===== config.mk =====
export PLATFORM = sky130hd
export DESIGN_NAME = dec_alu
export DESIGN_NICKNAME = d
export VERILOG_FILES = /design/src/rtl/dec_alu_pkg.sv /design/src/rtl/dec_alu_seq.sv /design/src/rtl/dec_alu_addsub.sv /design/src/rtl/dec_alu_mul.sv /design/src/rtl/dec_alu.sv
export SDC_FILE = /design/constraint.sdc
export NUM_CORES = 1
export LEC_CHECK = 0
export BUFFER_PORTS_ARGS = -buffer_cell sky130_fd_sc_hd__buf_4
export CORE_ASPECT_RATIO = 0.8
export CORE_MARGIN = 5
export CORE_UTILIZATION = 65
export CTS_CLUSTER_DIAMETER = 60
export CTS_CLUSTER_SIZE = 30
export DETAILED_ROUTE_END_ITERATION = 12
export PLACE_DENSITY_LB_ADDON = 0.08
export SLEW_MARGIN = 20
export SYNTH_ARGS = -nofsm -noshare
export SYNTH_HDL_FRONTEND = slang
export SYNTH_HIERARCHICAL = 1
export SYNTH_SLANG_ARGS = --single-unit
export TNS_END_PERCENT = 30

===== constraint.sdc =====
create_clock -name clk -period 16.4 [get_ports clk]
set_input_delay 3.28 -clock clk [delete_from_list [all_inputs] [get_ports clk]]
set_output_delay 3.28 -clock clk [all_outputs]
set_load 0.02 [all_outputs]

===== src/rtl/dec_alu_pkg.sv =====
package dec_alu_pkg;

  typedef enum logic [2:0] {
    OP_ADD  = 3'd0,
    OP_ADC  = 3'd1,
    OP_SUB  = 3'd2,
    OP_SBC  = 3'd3,
    OP_NEG  = 3'd4,
    OP_MUL  = 3'd5,
    OP_RSV6 = 3'd6,
    OP_RSV7 = 3'd7
  } alu_op_e;

  typedef enum logic [1:0] {
    DST_ACC0 = 2'd0,
    DST_ACC1 = 2'd1,
    DST_PAIR = 2'd2,
    DST_OTHR = 2'd3
  } alu_dst_e;

  // One decimal digit position: returns {digit_carry, corrected_digit}
  function automatic logic [4:0] bcd_digit_add(logic [3:0] x, logic [3:0] y, logic ci);
    logic [4:0] s;
    s = {1'b0, x} + {1'b0, y} + {4'b0, ci};
    if (s > 5'd9) return {1'b1, 4'(s[3:0] + 4'd6)};
    else          return {1'b0, s[3:0]};
  endfunction

endpackage


===== src/rtl/dec_alu_seq.sv =====
module dec_alu_seq #(
  parameter int CW = 5
) (
  input  logic          clk,
  input  logic          rst,
  input  logic          start,
  input  logic [CW-1:0] lat,
  output logic          busy,
  output logic          done,
  output logic          accept,
  output logic          fin
);
  logic [CW-1:0] cnt;

  assign accept = start && !busy;
  assign fin    = busy && (cnt == CW'(1));

  always_ff @(posedge clk) begin
    if (rst) begin
      busy <= 1'b0;
      done <= 1'b0;
      cnt  <= '0;
    end else begin
      done <= fin;
      if (accept) begin
        busy <= 1'b1;
        cnt  <= lat;
      end else if (fin) begin
        busy <= 1'b0;
        cnt  <= '0;
      end else if (busy) begin
        cnt <= cnt - CW'(1);
      end
    end
  end


  done_pulse_chk: assert property (@(posedge clk) disable iff (rst) done |=> !done);

  busy_done_excl_chk: assert property (@(posedge clk) disable iff (rst) !(busy && done));

  rst_idle_chk: assert property (@(posedge clk) disable iff (rst) $past(rst) |-> (!busy && !done));

  lat_nonzero_chk: assert property (@(posedge clk) disable iff (rst) accept |-> (lat != '0));

endmodule


===== src/rtl/dec_alu_addsub.sv =====
module dec_alu_addsub
  import dec_alu_pkg::*;
#(
  parameter int DW = 16,
  parameter int NW = 8
) (
  input  logic [DW-1:0] a,
  input  logic [DW-1:0] b,
  input  logic          cin,
  input  logic          sub,
  input  logic          dec,
  input  logic          wide,
  output logic [DW-1:0] res,
  output logic          c_out,
  output logic          h_out
);
  localparam int NDIG = DW / 4;
  localparam int NNDIG = NW / 4;
  localparam logic [DW-1:0] NMASK = {{(DW-NW){1'b0}}, {NW{1'b1}}};

  logic          cy0;
  logic [DW-1:0] bx, am, bm, dres;
  logic [DW:0]   bsum;
  logic [4:0]    nib;
  logic [NDIG:0] dch;
  logic          raw_c, raw_h;
  logic [DW-1:0] raw_r;

  always_comb begin
    // a pending borrow becomes a missing carry in complement arithmetic
    cy0  = sub ? ~cin : cin;
    bx   = sub ? ~b : b;
    am   = wide ? a  : (a & NMASK);
    bm   = wide ? bx : (bx & NMASK);
    bsum = {1'b0, am} + {1'b0, bm} + {{DW{1'b0}}, cy0};
    nib  = {1'b0, a[3:0]} + {1'b0, bx[3:0]} + {4'b0, cy0};

    dch[0] = cy0;
    dres   = '0;
    for (int i = 0; i < NDIG; i++) begin
      logic [3:0] dy;
      logic [4:0] t;
      dy = sub ? (4'd9 - b[4*i +: 4]) : b[4*i +: 4];
      t  = bcd_digit_add(a[4*i +: 4], dy, dch[i]);
      dres[4*i +: 4] = t[3:0];
      dch[i+1]       = t[4];
    end

    if (dec) begin
      raw_c = wide ? dch[NDIG] : dch[NNDIG];
      raw_h = dch[1];
      raw_r = dres;
    end else begin
      raw_c = wide ? bsum[DW] : bsum[NW];
      raw_h = nib[4];
      raw_r = bsum[DW-1:0];
    end

    res   = wide ? raw_r : (raw_r & NMASK);
    c_out = sub ? ~raw_c : raw_c;
    h_out = sub ? ~raw_h : raw_h;
  end

endmodule


===== src/rtl/dec_alu_mul.sv =====
module dec_alu_mul #(
  parameter int BW = 8
) (
  input  logic          clk,
  input  logic          rst,
  input  logic          load,
  input  logic          dec,
  input  logic [BW-1:0] a,
  input  logic [BW-1:0] b,
  output logic [2*BW-1:0] prod
);
  localparam int PW = 2 * BW;
  localparam int PDIG = PW / 4;

  logic [PW-1:0] acc, mcand, s1, s2;
  logic [BW-1:0] mplier;
  logic [3:0]    hi_cnt, lo_cnt;
  logic          ph_lo, dec_q;

  function automatic logic [PW-1:0] bcd_add(logic [PW-1:0] x, logic [PW-1:0] y);
    logic [PW-1:0] r;
    logic          c;
    logic [4:0]    t;
    c = 1'b0;
    r = '0;
    for (int i = 0; i < PDIG; i++) begin
      t = dec_alu_pkg::bcd_digit_add(x[4*i +: 4], y[4*i +: 4], c);
      r[4*i +: 4] = t[3:0];
      c = t[4];
    end
    return r;
  endfunction

  // two chained decimal adders: up to two units of the current digit per cycle
  assign s1 = bcd_add(acc, mcand);
  assign s2 = bcd_add(s1, mcand);
  assign prod = acc;

  always_ff @(posedge clk) begin
    if (rst) begin
      acc    <= '0;
      mcand  <= '0;
      mplier <= '0;
      hi_cnt <= '0;
      lo_cnt <= '0;
      ph_lo  <= 1'b0;
      dec_q  <= 1'b0;
    end else if (load) begin
      acc    <= '0;
      mcand  <= {{BW{1'b0}}, a};
      mplier <= b;
      hi_cnt <= b[7:4];
      lo_cnt <= b[3:0];
      ph_lo  <= (b[7:4] == 4'd0);
      dec_q  <= dec;
    end else if (dec_q) begin
      if (!ph_lo) begin
        if (hi_cnt >= 4'd2) begin
          acc    <= (hi_cnt == 4'd2) ? {s2[PW-5:0], 4'b0} : s2;
          hi_cnt <= hi_cnt - 4'd2;
          ph_lo  <= (hi_cnt == 4'd2);
        end else begin
          acc    <= {s1[PW-5:0], 4'b0};
          hi_cnt <= 4'd0;
          ph_lo  <= 1'b1;
        end
      end else if (lo_cnt >= 4'd2) begin
        acc    <= s2;
        lo_cnt <= lo_cnt - 4'd2;
      end else if (lo_cnt == 4'd1) begin
        acc    <= s1;
        lo_cnt <= 4'd0;
      end
    end else begin
      if (mplier[0]) acc <= acc + mcand;
      mcand  <= {mcand[PW-2:0], 1'b0};
      mplier <= {1'b0, mplier[BW-1:1]};
    end
  end


  dec_count_chk: assert property (@(posedge clk) disable iff (rst)
    !load |=> (hi_cnt <= $past(hi_cnt)) && (lo_cnt <= $past(lo_cnt)));

  dec_settle_chk: assert property (@(posedge clk) disable iff (rst)
    (dec_q && ph_lo && lo_cnt == 4'd0 && !load) |=> $stable(acc));

endmodule


===== src/rtl/dec_alu.sv =====
module dec_alu
  import dec_alu_pkg::*;
#(
  parameter int DW          = 16,
  parameter int NW          = 8,
  parameter int BIN_MUL_LAT = 12,
  parameter int DEC_MUL_LAT = 17
) (
  input  logic          clk,
  input  logic          rst,
  input  logic          start,
  input  logic [2:0]    op,
  input  logic [1:0]    dest,
  input  logic          imm,
  input  logic          dec_mode,
  input  logic          carry_in,
  input  logic [DW-1:0] opa,
  input  logic [DW-1:0] opb,
  output logic          busy,
  output logic          done,
  output logic [DW-1:0] result,
  output logic          flag_c,
  output logic          flag_z,
  output logic          flag_n,
  output logic          flag_h
);
  localparam int CW = $clog2(DEC_MUL_LAT + 1);
  localparam logic [CW-1:0] LAT_BIN_MUL = CW'(BIN_MUL_LAT);
  localparam logic [CW-1:0] LAT_DEC_MUL = CW'(DEC_MUL_LAT);
  localparam logic [CW-1:0] LAT_ONE     = CW'(1);
  localparam logic [CW-1:0] LAT_TWO     = CW'(2);

  alu_op_e  op_in, op_q;
  alu_dst_e dst_in;
  logic     dec_in, mul_in, wide_in;
  logic [CW-1:0] lat_in;

  logic     accept, fin;
  logic     dec_q, wide_q, cin_q;
  logic [DW-1:0] a_q, b_q;

  logic [DW-1:0] as_a, as_b, as_res, mul_prod, next_res;
  logic     as_cin, as_sub, as_c, as_h;

  assign op_in   = alu_op_e'(op);
  assign dst_in  = alu_dst_e'(dest);
  assign dec_in  = dec_mode && (dst_in != DST_OTHR);
  assign mul_in  = (op_in == OP_MUL);
  assign wide_in = mul_in || (dst_in == DST_PAIR) || (dst_in == DST_OTHR);

  always_comb begin
    if (mul_in)              lat_in = dec_in ? LAT_DEC_MUL : LAT_BIN_MUL;
    else if (dec_in && imm)  lat_in = LAT_TWO;
    else                     lat_in = LAT_ONE;
  end

  dec_alu_seq #(.CW(CW)) u_seq (
    .clk    (clk),
    .rst    (rst),
    .start  (start),
    .lat    (lat_in),
    .busy   (busy),
    .done   (done),
    .accept (accept),
    .fin    (fin)
  );

  always_ff @(posedge clk) begin
    if (rst) begin
      op_q   <= OP_ADD;
      dec_q  <= 1'b0;
      wide_q <= 1'b0;
      cin_q  <= 1'b0;
      a_q    <= '0;
      b_q    <= '0;
    end else if (accept) begin
      op_q   <= op_in;
      dec_q  <= dec_in;
      wide_q <= wide_in;
      cin_q  <= carry_in;
      a_q    <= opa;
      b_q    <= opb;
    end
  end

  always_comb begin
    as_sub = (op_q == OP_SUB) || (op_q == OP_SBC) || (op_q == OP_NEG);
    as_cin = ((op_q == OP_ADC) || (op_q == OP_SBC)) ? cin_q : 1'b0;
    as_a   = (op_q == OP_NEG) ? '0  : a_q;
    as_b   = (op_q == OP_NEG) ? a_q : b_q;
  end

  dec_alu_addsub #(.DW(DW), .NW(NW)) u_addsub (
    .a     (as_a),
    .b     (as_b),
    .cin   (as_cin),
    .sub   (as_sub),
    .dec   (dec_q),
    .wide  (wide_q),
    .res   (as_res),
    .c_out (as_c),
    .h_out (as_h)
  );

  dec_alu_mul #(.BW(NW)) u_mul (
    .clk  (clk),
    .rst  (rst),
    .load (accept && mul_in),
    .dec  (dec_in),
    .a    (opa[NW-1:0]),
    .b    (opb[NW-1:0]),
    .prod (mul_prod)
  );

  assign next_res = (op_q == OP_MUL) ? mul_prod : as_res;

  always_ff @(posedge clk) begin
    if (rst) begin
      result <= '0;
      flag_c <= 1'b0;
      flag_z <= 1'b0;
      flag_n <= 1'b0;
      flag_h <= 1'b0;
    end else if (fin) begin
      result <= next_res;
      flag_c <= (op_q == OP_MUL) ? 1'b0 : as_c;
      flag_h <= (op_q == OP_MUL) ? 1'b0 : as_h;
      flag_z <= (next_res == '0);
      flag_n <= wide_q ? next_res[DW-1] : next_res[NW-1];
    end
  end


  operand_hold_chk: assert property (@(posedge clk) disable iff (rst)
    (busy && start) |=> ($stable(a_q) && $stable(b_q) && $stable(op_q)));

  result_hold_chk: assert property (@(posedge clk) disable iff (rst)
    (!busy && !start) |=> ($stable(result) && $stable(flag_c) && $stable(flag_z)));

  narrow_upper_chk: assert property (@(posedge clk) disable iff (rst)
    (done && !wide_q) |-> (result[DW-1:NW] == '0));

  other_binary_chk: assert property (@(posedge clk) disable iff (rst)
    (accept && dest == 2'd3) |=> !dec_q);

endmodule


======== Yosys cells after proc, flatten, opt, wreduce, memory -nomap -nowiden ========
Index checks and enable logic that the tools add are counted.
cells by class
  shift operators ......................... 0
  reduce and logical (&&, ||, !) cells .... 23
  multiplexer cells ....................... 67
  bitwise operators ....................... 4
  eq/ne operators ......................... 15
  add/sub/neg operators ................... 46
  multiply operators ...................... 0
  order comparisons ....................... 14
  divide/modulo/power cells ............... 0
operator list
  cell                                                                             number
  16-bit 2-to-1 mux                                                                15
  5-bit 2-to-1 mux                                                                 15
  4-bit by 4-bit adder with 5-bit output                                           13
  5-bit by 4-bit greater-than comparator with 1-bit output, second input constant  12
  4-bit 2-to-1 mux                                                                 15
  5-bit by 1-bit adder with 5-bit output                                           11
  4-bit by 3-bit adder with 4-bit output, second input constant                    12
  8-bit 2-to-1 mux                                                                 4
  16-bit by 16-bit adder with 17-bit output                                        1
  17-bit by 1-bit adder with 17-bit output                                         1
  1-bit 2-to-1 mux                                                                 17
  16-bit adder                                                                     1
  16-bit logical NOT                                                               1
  16-bit inverter                                                                  1
  4-bit subtractor, first input constant                                           4
  3-bit == test, second input constant                                             3
  4-bit by 2-bit >= comparator with 1-bit output, second input constant            2
  2-bit nonzero test                                                               4
  4-bit by 2-bit subtractor with 4-bit output, second input constant               2
  3-bit by 2-bit == test with 1-bit output, second input constant                  2
  3-bit nonzero test                                                               2
  5-bit by 1-bit == test with 1-bit output, second input constant                  1
  1-bit logical AND                                                                5
  1-bit logical OR                                                                 5
  15 further kinds                                                                 20
storage, ports and cells
  output and inout port bits .............. 22
  word-level logic and storage cells ...... 191
  register bits ........................... 115
  ROM bits ................................ 0
  bits in latches ......................... 0
  bits in writable memories ............... 0
  input bits .............................. 43
  memories ................................ 0

======== Longest topological paths before layout ========
Gate-level depths: netlist (run 1).
  depth in word-level cells ............... 22
  mapped depth ............................ 43
  gate-level depth less buffers ........... 41

======== Modules after synthesis ========
Netlist (run 1), hierarchy kept.
modules (own cells, without submodules)
  module          cells each  area each (um2)  instances  sequential area each (um2)
  dec_alu_mul     698         5471.5           1          1001.0
  dec_alu         273         2666.3           1          1161.1
  dec_alu_addsub  288         2204.6           1          0.0
  dec_alu_seq     52          437.9            1          140.1

======== Least setup slack after synthesis (run 1) ========
OpenSTA, ideal clock, no wires.
  kind .................................... register -> register
  start ................................... register op_q[2]
  end ..................................... register flag_z
  required time ........................... 16.312 ns
  clock period less this slack ............ 9.970 ns
  path slack .............................. 6.430 ns
  arrival time ............................ 9.882 ns
  stages on the path, launching flop included .. 44
  buffers on the path ..................... 4
  library setup time ...................... 0.088 ns
  path through ............................ dfxtp_1 inv_2 nor3_4 clkbuf_1 a21o_1 clkbuf_1 buf_1 clkbuf_1 xnor2_1 fa_1 fa_1 xor2_1 ha_1 a21boi_0 a31oi_1 a311oi_4 inv_1 fa_1 (+8 left out) inv_2 fa_1 inv_1 and2_1 o21ai_1 fa_1 fa_1 xnor2_1 ha_1 mux2_4 o21ai_4 xnor2_1 o32ai_1 o311a_1 nor4_1 nand4_1 mux2_4 o32ai_2
on the way
  word-level cells in the longest chain between the ends .. 21
  elaborated cells between the ends (all ways) .. 51
  classes of those cells .................. add/sub: 18; order compare: 4; eq/ne: 5; mux: 18; bitwise: 2; reduce/logical: 4
RTL lines
  what                                                                                                                       RTL line              RTL
  start: declaration                                                                                                         dec_alu.sv:33         alu_op_e op_in, op_q;
  start signal: assignment                                                                                                   dec_alu.sv:77         op_q <= op_in;
  3-bit by 2-bit == test with 1-bit output                                                                                   dec_alu.sv:87         as_sub = (op_q == OP_SUB) || (op_q == OP_SBC) || (op_q == OP_NEG);
  1-bit logical OR                                                                                                           dec_alu.sv:87
  1-bit logical OR (*)                                                                                                       dec_alu.sv:87
  net as_sub                                                                                                                 dec_alu.sv:43         logic as_cin, as_sub, as_c, as_h;
  4-bit 2-to-1 mux                                                                                                           dec_alu_addsub.sv:43  dy = sub ? (4'd9 - b[4*i +: 4]) : b[4*i +: 4];
  4-bit by 4-bit adder with 5-bit output                                                                                     dec_alu_pkg.sv:24     s = {1'b0, x} + {1'b0, y} + {4'b0, ci};
  5-bit by 1-bit adder with 5-bit output                                                                                     dec_alu_pkg.sv:24
  5-bit by 4-bit greater-than comparator with 1-bit output                                                                   dec_alu_pkg.sv:25     if (s > 5'd9) return {1'b1, 4'(s[3:0] + 4'd6)};
  (+7 left out)                                                                                                              -
  5-bit by 1-bit adder with 5-bit output                                                                                     dec_alu_pkg.sv:24
  4-bit by 3-bit adder with 4-bit output / 5-bit by 4-bit greater-than comparator with 1-bit output (equally long branches)  dec_alu_pkg.sv:25
  5-bit 2-to-1 mux                                                                                                           dec_alu_pkg.sv:25
  16-bit 2-to-1 mux (*)                                                                                                      dec_alu_addsub.sv:49  if (dec) begin
  16-bit 2-to-1 mux (*)                                                                                                      dec_alu_addsub.sv:59  res = wide ? raw_r : (raw_r & NMASK);
  net as_res[13]                                                                                                             dec_alu.sv:42         logic [DW-1:0] as_a, as_b, as_res, mul_prod, next_res;
  16-bit 2-to-1 mux (*)                                                                                                      dec_alu.sv:115        assign next_res = (op_q == OP_MUL) ? mul_prod : as_res;
  16-bit logical NOT (*)                                                                                                     dec_alu.sv:128        flag_z <= (next_res == '0);
  end signal: assignment                                                                                                     dec_alu.sv:128
  end: declaration                                                                                                           dec_alu.sv:23         output logic flag_z,
Mark *: on every way through the listed nets, which the timed path passes. The rest lies on a longest branch.
A chain may end at the register's enable or synchronous reset.

======== Worst setup path after layout (run 1) ========
Ends and elaborated chain as after synthesis.

==> results of run 1 <==
flip-flops by register name (all words and copies together) (netlist names):
register and count:
cin_q 1, u_mul/prod 16, result 16, u_seq/done 1, b_q 16, u_mul/mplier 8
u_mul/mcand 16, dec_q 1, a_q 16, u_seq/busy 1, u_mul/hi_cnt 4, u_mul/lo_cnt 4
op_q 3, u_mul/dec_q 1, flag_h 1, flag_n 1, wide_q 1, u_mul/ph_lo 1
flag_z 1, flag_c 1, u_seq/cnt 5
worst max-delay path, delay by kind of cell, from the launching register on:
| family | cells | cell delay, ns |
|---|---|---|
| AOI/OAI and AO/OA | 11 | 2.01 |
| xor gates and xnor gates | 6 | 1.34 |
| adders and majority gates | 11 | 3.88 |
| buffers and inverters | 6 | 1.08 |
| DFF | 1 | 0.43 |
| muxes | 2 | 0.58 |
| and+or+nand+nor | 5 | 0.94 |
cell type report:
| class | instances | share of cell area [%] |
|---|---|---|
| Clock inverter | 14 | 1.428 |
| Sequential cell | 115 | 19.47 |
| Clock buffer | 18 | 3.627 |
| Tap cell | 220 | 2.327 |
| Inverter | 81 | 2.570 |
| Timing Repair Buffer | 74 | 4.695 |
| Multi-Input combinational cell | 1048 | 65.88 |
kinds of logic (layout without fill, tap and decap cells):
| kind of cell | after synthesis | count (layout) |
|---|---|---|
| adders and majority gates | 102 | 102 |
| buffers and inverters | 148 | 187 |
| AOI/OAI and AO/OA | 334 | 334 |
| xor gates and xnor gates | 76 | 76 |
| and+or+nand+nor | 420 | 420 |
| DFF | 115 | 115 |
| muxes | 116 | 116 |
where the power goes:
| part | switching, mW | internal [mW] |
|---|---|---|
| sequential | 0.0133 | 0.292 |
| combinational | 0.155 | 0.113 |
| clock | 0.154 | 0.229 |
| total | 0.323 | 0.634 |
Yosys cell counts (all sizes together) (24+ instances only):
library cell | number | area (sq um)
mux2i | 91 | 910.9
and2 | 27 | 171.4
a211oi | 38 | 312.8
dfxtp | 115 | 2302
nor2 | 160 | 608.1
nor2b | 38 | 252.8
o21ai | 54 | 281.5
clkbuf | 44 | 235.2
xor2 | 42 | 367.9
a21oi | 86 | 441.7
inv | 81 | 304.0
ha | 79 | 988.5
nand2 | 69 | 261.5
xnor2 | 34 | 297.8
a21o | 24 | 182.7
mux2 | 24 | 277.8
how the worst max path moves through the flow:
stage / slack [ns] / endpoint / from / cells past startpoint
2_1_floorplan: 6.43 / flag_z / op_q[2] / 43
3_3_place_gp: 6.62 / flag_z / op_q[2] / 41
3_5_place_dp: 6.18 / flag_z / op_q[2] / 41
4_1_cts: 6.13 / flag_z / op_q[2] / 41
5_1_grt: 5.31 / flag_z / op_q[2] / 41
6_report: 6.04 / flag_z / op_q[2] / 41
through the flow:
stage / util, % / power (mW) / instances / worst slack (ns) / hold WS (ns)
3_5_place_dp: 68.51 / 0.5705 / 1538 / 6.178 / 0.4742
4_1_cts: 72.16 / 0.9521 / 1570 / 6.135 / 0.4822
5_1_grt: 72.16 / 1.000 / 1570 / 5.311 / 0.4960
3_3_place_gp: 68.51 / 0.5637 / 1538 / 6.619 / 0.4568
2_1_floorplan: - / 0.5056 / 1311 / 6.430 / 0.4516
6_report: 72.16 / 0.9562 / 1570 / 6.036 / 0.4789
per-layer routing:
metal / global-route usage (%) / up-vias
li1: - / 4776
met1: 47.54 / 4691
met2: 41.35 / 464
met3: 9.326 / 38
met4: 6.386 / 0
met5: 0 / -
==> impl_metrics.json, run 1 <==
{
  "outcome": "finished clean",
  "die_y_microns": 125.2,
  "die_w_microns": 154.0,
  "fin_nets": 1482,
  "muxShareOfSynthArea_pct": 11.23,
  "htree_num_levels": 4,
  "ys_seq_area_share_pct": 21.36,
  "synth_cell_types": 102,
  "power.leakage_nw": 5.266,
  "slowest_stage": "fa_1",
  "regToRegSetupSlack_ns": 6.04,
  "setup_viol": 0,
  "yosys.area_share.adder_pct": 13.44,
  "hpwl_mm": 23.05,
  "postRouteAntennaNets": 0,
  "synthFlopType": "dfxtp_1",
  "powerDensity_nw_per_um2": 80.82,
  "worst-endpoint-arrival_ns": 10.70,
  "hp-class": "reg2reg",
  "slew_headroom_pct": 30.23,
  "r2r-end": "flag_z",
  "wl_per_cell_microns": 19.36,
  "cts_setup_buffers": 0,
  "worstSetupEndpointType": "flop",
  "wl_mm": 30.40,
  "place.gp.congestion": 0.9771,
  "start_util_pct": 65.75,
  "met2WireLength_mm": 12.08,
  "syn_inst": 1311,
  "ff2ff_path_depth": 41,
  "fill_cells": 1332,
  "clkLatencyLatePin_ns": 0.42,
  "critPathMostFrequentCell": "fa_1",
  "antenna_cells": 0,
  "post-route-period-util_pct": 63.20,
  "path_clk_slew_ns": 0.06,
  "first_pass_iters": 6,
  "grt_pass1_vias": 8968,
  "cts_root_buffer": "clkbuf_16",
  "required_ns": 16.74,
  "viasPerCell": 6.350,
  "rsz0062_at_grt": "false",
  "drive_gt1_share_pct": 11.85,
  "crit_fanout": 33,
  "cts_tree": "built",
  "syn_nets": 1456,
  "synth-edff-count": 0,
  "synthXorXnorAreaFrac_pct": 6.175,
  "max_freq_ghz": 0.09648,
  "max_cap_viol_count": 0,
  "yosysWarnings": 6,
  "num_vias": 9969,
  "synth_area_per_cell_sq_um": 8.223,
  "area_growth_pct": 9.749,
  "top_layer": "met4",
  "start_kind": "flop",
  "worst_pin_slew_ns": 1.047,
  "drc": 0,
  "cts_resized": 0,
  "holdPathStages": 2,
  "met1_length_mm": 14.45,
  "setup.worst_path.class": "reg2reg",
  "synth-simple-area-share_pct": 19.63,
  "hold_start": "flag_h",
  "clkSinkCount": 115,
  "critical-path-max-stage-delay_ns": 0.50,
  "regArea_sq_um": 2303,
  "finalClockSkew_ns": 0.007692,
  "io_buffers": 64,
  "coreArea_sq_um": 16400,
  "drv_slew": 0,
  "clockBufferDepth": 2,
  "cts_hold_buf": 0,
  "synth_top_family_by_area": "compound AO/OA/AOI/OAI gates",
  "fin_tns_setup_ns": 0,
  "cts_buffers": 17,
  "multi_input_area_sq_um": 7795,
  "grtUsageTotal_pct": 30.61,
  "postLayoutCellArea_sq_um": 11830,
  "synth-compound-area-share_pct": 21.83,
  "pin_count": 65,
  "grt_pass1_wl_mm": 47.98,
  "drtIter0Drc": 1073,
  "most-common-layout-cells": "nor2_1 (157), dfxtp_1 (114), mux2i_1 (91)",
  "final_common_cell": "nor2_1",
  "design.die.area_sq_um": 19280,
  "async_flop_share_pct": 0,
  "whs_endpoint": "flag_h",
  "ys_ff_latch": 115,
  "layout_min_cycle_time_ns": 10.36,
  "row_count": 42,
  "place_area_sq_um": 11230,
  "vdd_drop_max_uv": 66.61,
  "hold_viol": 0,
  "grt_max_degree": 59,
  "r2r_start": "op_q[2]",
  "synth_area_sq_um": 10780,
  "antenna_found_initial": 0,
  "wl_met3_mm": 3.435,
  "grt.overflow.total": 0
}
Power figures use the tool's default switching activity.
==> inputs of run 2 (changes only) <==
CORE_UTILIZATION = 63   (was 65)
clock period = 10.85 ns   (was 16.4 ns; I/O delays follow)
==> run 2 against run 1 <==
  * Critical path depth decreased by 1
  * Cell count about the same
  * Combinational power increased by 49%
  * Wire length decreased by 1.5%
  * Utilization decreased by 1.4 points
  * Sequential share of layout area increased by 0.076 points
  * Total power increased by 47%
  * Clock-buffer cell count increased by 1
  * Final area decreased by 0.39%
  * Non-clock buffer count decreased by 1
  * Die area increased by 2.9%
  * First-iteration DRC count increased by 0.19%
  * Largest cell class unchanged
  * Largest power group unchanged
  * Highest routed layer unchanged
==> impl_metrics.json, run 2 (synthesis results as in run 1) <==
{
  "outcome": "finished clean",
  "met2_usage_pct": 39.61,
  "hold_start": "flag_h",
  "slew_headroom_pct": 33.33,
  "critPathMostFrequentCell": "fa_1",
  "fin_ws_ns": 0.7474,
  "area_growth_pct": 9.320,
  "drive_gt1_share_pct": 11.79,
  "path_clk_slew_ns": 0.06,
  "hold_viol": 0,
  "grt_pass1_wl_mm": 47.85,
  "place_area_sq_um": 11230,
  "cts_hold_buf": 0,
  "use_met1_pct": 47.99,
  "htree_num_levels": 4,
  "cts_resized": 0,
  "die_w_microns": 156.3,
  "cts_setup_buffers": 0,
  "slowest_stage": "fa_1",
  "drc": 0,
  "max_cap_viol_count": 0,
  "setup_viol": 0,
  "place_ws_ns": 0.8623,
  "fin_tns_setup_ns": 0,
  "design.die.area_sq_um": 19840,
  "crit_start": "op_q[2]",
  "r2r_start": "op_q[2]",
  "layout_min_cycle_time_ns": 10.10,
  "final_common_cell": "nor2_1",
  "met3_usage_pct": 8.249,
  "post-route-period-util_pct": 93.11,
  "fin_nets": 1481,
  "critical-path-max-stage-delay_ns": 0.48,
  "instances_no_fill": 1569,
  "clkLatencyLatePin_ns": 0.43,
  "row_count": 42,
  "vdd_drop_max_uv": 83.93,
  "clkSinkCount": 115,
  "wl_mm": 29.94,
  "required_ns": 11.18,
  "die_y_microns": 127,
  "cts_root_buffer": "clkbuf_16",
  "setup.worst_path.class": "reg2reg",
  "viasPerCell": 6.285,
  "drtIter0Drc": 1075,
  "place.gp.congestion": 0.9831,
  "cts_buffers": 17,
  "worst-endpoint-arrival_ns": 10.43,
  "grt_max_degree": 53,
  "power.leakage_nw": 5.241,
  "power_mw": 1.403,
  "hpwl_mm": 22.69,
  "grtUsageTotal_pct": 29.97,
  "first_pass_iters": 5,
  "rsz0062_at_grt": "false",
  "most-common-layout-cells": "nor2_1 (157), dfxtp_1 (114), mux2i_1 (91)",
  "crit_fanout": 32,
  "max_freq_ghz": 0.09898,
  "wl_per_cell_microns": 19.08,
  "pin_count": 65,
  "clockBufferDepth": 2,
  "grt.overflow.total": 0,
  "hp-class": "reg2reg",
  "start_kind": "flop",
  "drv_slew": 0,
  "worstSetupEndpointType": "flop",
  "antenna_found_initial": 0,
  "io_buffers": 64,
  "grt_pass1_vias": 8856,
  "postLayoutCellArea_sq_um": 11790,
  "postRouteAntennaNets": 0,
  "top_usage_layer": "met1",
  "finalClockSkew_ns": 0.01194,
  "coreArea_sq_um": 16660,
  "antenna_cells": 0,
  "cts_tree": "built",
  "placed_cells": 1537,
  "start_util_pct": 64.71,
  "num_vias": 9861,
  "powerDensity_nw_per_um2": 119.1,
  "worst_pin_slew_ns": 0.9924
}
-- run 2: cell types whose count changed in the layout (fill, tap and decap cells not counted), sizes merged --
| cell | previous run | this run |
|---|---|---|
| buf | 74 | 73 |
| clkinvlp | 3 | 4 |
| clkbuf | 18 | 19 |
| inv | 87 | 89 |
| clkinv | 3 | 1 |
| bufinv | 2 | 0 |
-- run 2: per-layer routing --
layer,vias to the layer above,wire [microns]
li1,4758,-
met1,4636,14830
met2,427,11790
met3,40,2926
met4,0,386
met5,-,0
-- run 2: final timing paths --
kind            end  slack (ns)  cells after the start
min          flag_h        0.48                      2
max reg2reg  flag_z        0.75                     40
min reg2reg  flag_h        0.48                      2
max          flag_z        0.75                     40
-- run 2: layout make-up --
class                           count  area (sq um)
Timing Repair Buffer               73         548.0
Sequential cell                   115          2303
Fill cell                        1365          4873
Tap cell                          220         275.3
Clock inverter                     13         116.4
Inverter                           81         304.0
Clock buffer                       19         442.9
Multi-Input combinational cell   1048          7795
-- run 2: per-stage QoR --
stage	util (%)	hold WS, ns
global route	70.75	0.5032
detailed placement	67.39	0.4762
CTS	70.75	0.4826
global placement	67.39	0.4571
floorplan	-	0.4516
finish	70.75	0.4781
-- run 2: where the power goes --
part | internal [mW] | total (mW) | switching (mW) | leakage [nW]
Sequential | 0.442 | 0.464 | 0.0224 | 0.937
Combinational | 0.170 | 0.400 | 0.230 | 4.04
Clock | 0.306 | 0.539 | 0.233 | 0.263
-- run 2: critical path: cells and delay by family, from the launching register on --
kind / cells / cell delay (ns)
xor+xnor: 6 / 1.31
fa+ha+maj: 11 / 3.88
buf+inv: 5 / 0.70
mux: 2 / 0.56
compound gates: 11 / 2.11
flops: 1 / 0.39
simple gates: 5 / 1.03
==> inputs of run 3 (changes only) <==
CORE_MARGIN = not set   (was 5)
CORE_UTILIZATION = 50   (was 63)
==> run 3 against run 2 <==
  * The flow now finishes with violations (DRC)
  * Non-clock buffer count up 1
  * Utilization is 14 points lower
  * Hold slack better by 0.0054 ns
  * Sequential share of layout area is 0.11 points lower
  * Total power increased by 0.33%
  * Worst setup slack better by 0.096 ns
  * Via count down 1.7%
  * Sequential cell count unchanged
  * Critical endpoint unchanged
  * Final area is 0.58% higher
  * Clock skew increased by 0.0016 ns
==> impl_metrics.json, run 3 (synthesis results as in run 1) <==
{
  "coreArea_sq_um": 20940,
  "cts_resized": 0,
  "required_ns": 11.19,
  "setup_viol": 0,
  "row_count": 47,
  "start_util_pct": 51.49,
  "power.leakage_nw": 5.250,
  "clockBufferDepth": 2,
  "hp-class": "reg2reg",
  "io_buffers": 64,
  "wl_per_cell_microns": 18.91,
  "viasPerCell": 5.989,
  "most-common-layout-cells": "nor2_1 (157), dfxtp_1 (114), mux2i_1 (91)",
  "rsz0062_at_grt": "false",
  "crit_fanout": 32,
  "cts_root_buffer": "clkbuf_16",
  "finalClockSkew_ns": 0.01356,
  "p_switching_mw": 0.4920,
  "final_common_cell": "nor2_1",
  "slew_headroom_pct": 36.77,
  "grtUsageTotal_pct": 27.82,
  "worstSetupEndpointType": "flop",
  "path_clk_slew_ns": 0.06,
  "antenna_found_initial": 0,
  "hold_viol": 0,
  "worst_pin_slew_ns": 0.9412,
  "seqPwrFrac_pct": 32.8,
  "place.gp.congestion": 0.9324,
  "drive_gt1_share_pct": 11.93,
  "fill_cells": 1947,
  "clkPwrFrac_pct": 38.6,
  "post-route-period-util_pct": 92.23,
  "postRouteAntennaNets": 0,
  "cts_tree": "built",
  "setup.worst_path.class": "reg2reg",
  "grt_pass1_wl_mm": 48.27,
  "power_frac_comb_pct": 28.6,
  "antenna_cells": 0,
  "die_w_microns": 166.2,
  "wl_mm": 30.62,
  "cts_hold_buf": 0,
  "max_freq_ghz": 0.09993,
  "outcome": "finished with violations",
  "drc": 7,
  "critical-path-max-stage-delay_ns": 0.46,
  "vdd_drop_max_uv": 101.4,
  "worst-endpoint-arrival_ns": 10.34,
  "num_vias": 9696,
  "area_growth_pct": 9.959,
  "design.die.area_sq_um": 22160,
  "layout_min_cycle_time_ns": 10.01,
  "drtIter0Drc": 1048,
  "hpwl_mm": 23.19,
  "powerDensity_nw_per_um2": 118.8,
  "hold_slack_ns": 0.4834,
  "violations": "DRC",
  "cts_setup_buffers": 0,
  "grt_max_degree": 72,
  "fin_nets": 1482,
  "switching_share_pct": 34.95,
  "drv_slew": 0,
  "htree_num_levels": 4,
  "slowest_stage": "a311oi_4",
  "fin_tns_setup_ns": 0,
  "critPathMostFrequentCell": "fa_1",
  "cts_buffers": 17,
  "intPower_mw": 0.9158,
  "first_pass_iters": 9,
  "die_y_microns": 133.3,
  "grt_pass1_vias": 8548,
  "clkSinkCount": 115,
  "grt.overflow.total": 0,
  "clkLatencyLatePin_ns": 0.43,
  "max_cap_viol_count": 0,
  "pin_count": 65,
  "start_kind": "flop"
}
run 3: cell types whose count changed in the layout (fill, tap and decap cells not counted), sizes merged:
cell and change:
clkinv +3, inv -1, clkbuf -1, clkinvlp -1, buf +1
run 3: path summary, 6_finish.rpt:
kind	cells past startpoint	start	slack, ns	end
setup / recovery	42	op_q[2]	0.84	flag_z
hold / removal	2	result[10]	0.48	result[10]
setup reg to reg	42	op_q[2]	0.84	flag_z
hold reg to reg	2	result[10]	0.48	result[10]
run 3: routing by layer:
layer	track usage, %	wire [microns]	vias to the layer above
li1	-	-	4773
met1	46.07	16020	4477
met2	35.00	11470	421
met3	5.793	2809	25
met4	5.815	325	0
met5	0	0	-
run 3: final cells by class:
type / instances / area (sq um) / share of cell area (%)
clock inverters: 14 / 120.1 / 1.013
clock buffers: 18 / 439.2 / 3.705
flip-flops and latches: 115 / 2303 / 19.43
repair buffers: 74 / 555.5 / 4.686
multi-input cells: 1048 / 7795 / 65.76
well taps: 269 / 336.6 / 2.839
inverters: 81 / 304.0 / 2.565
run 3: worst max-delay path: cells and delay by family, from the launching register on:
kind                     cells  cell delay (ns)
flip-flops                   1             0.41
AO/OA/AOI/OAI               13             2.46
buffers and inverters        6             0.81
AND/OR/NAND/NOR              5             0.78
adder cells (fa/ha/maj)     11             3.53
XOR/XNOR                     4             0.92
multiplexers                 3             1.00
run 3: power by group through the flow:
stage | Combinational (mW) | Clock [mW] | Sequential, mW
final | 0.402 | 0.544 | 0.462
after global routing | 0.441 | 0.575 | 0.464
after CTS | 0.396 | 0.554 | 0.461
after detailed placement | 0.394 | 0 | 0.471
after global placement | 0.389 | 0 | 0.470
after floorplan | 0.297 | 0 | 0.468
run 3: through the flow:
| step | instances | cell area [sq um] | util (%) | total power, mW | worst slack [ns] |
|---|---|---|---|---|---|
| after floorplan | 1311 | 10780 | - | 0.7643 | 0.8799 |
| final | 1619 | 11850 | 56.62 | 1.408 | 0.8431 |
| after global routing | 1619 | 11850 | 56.62 | 1.479 | 0.2244 |
| after detailed placement | 1587 | 11290 | 53.95 | 0.8642 | 0.9483 |
| after CTS | 1619 | 11850 | 56.62 | 1.412 | 0.9371 |
| after global placement | 1587 | 11290 | 53.95 | 0.8597 | 1.275 |
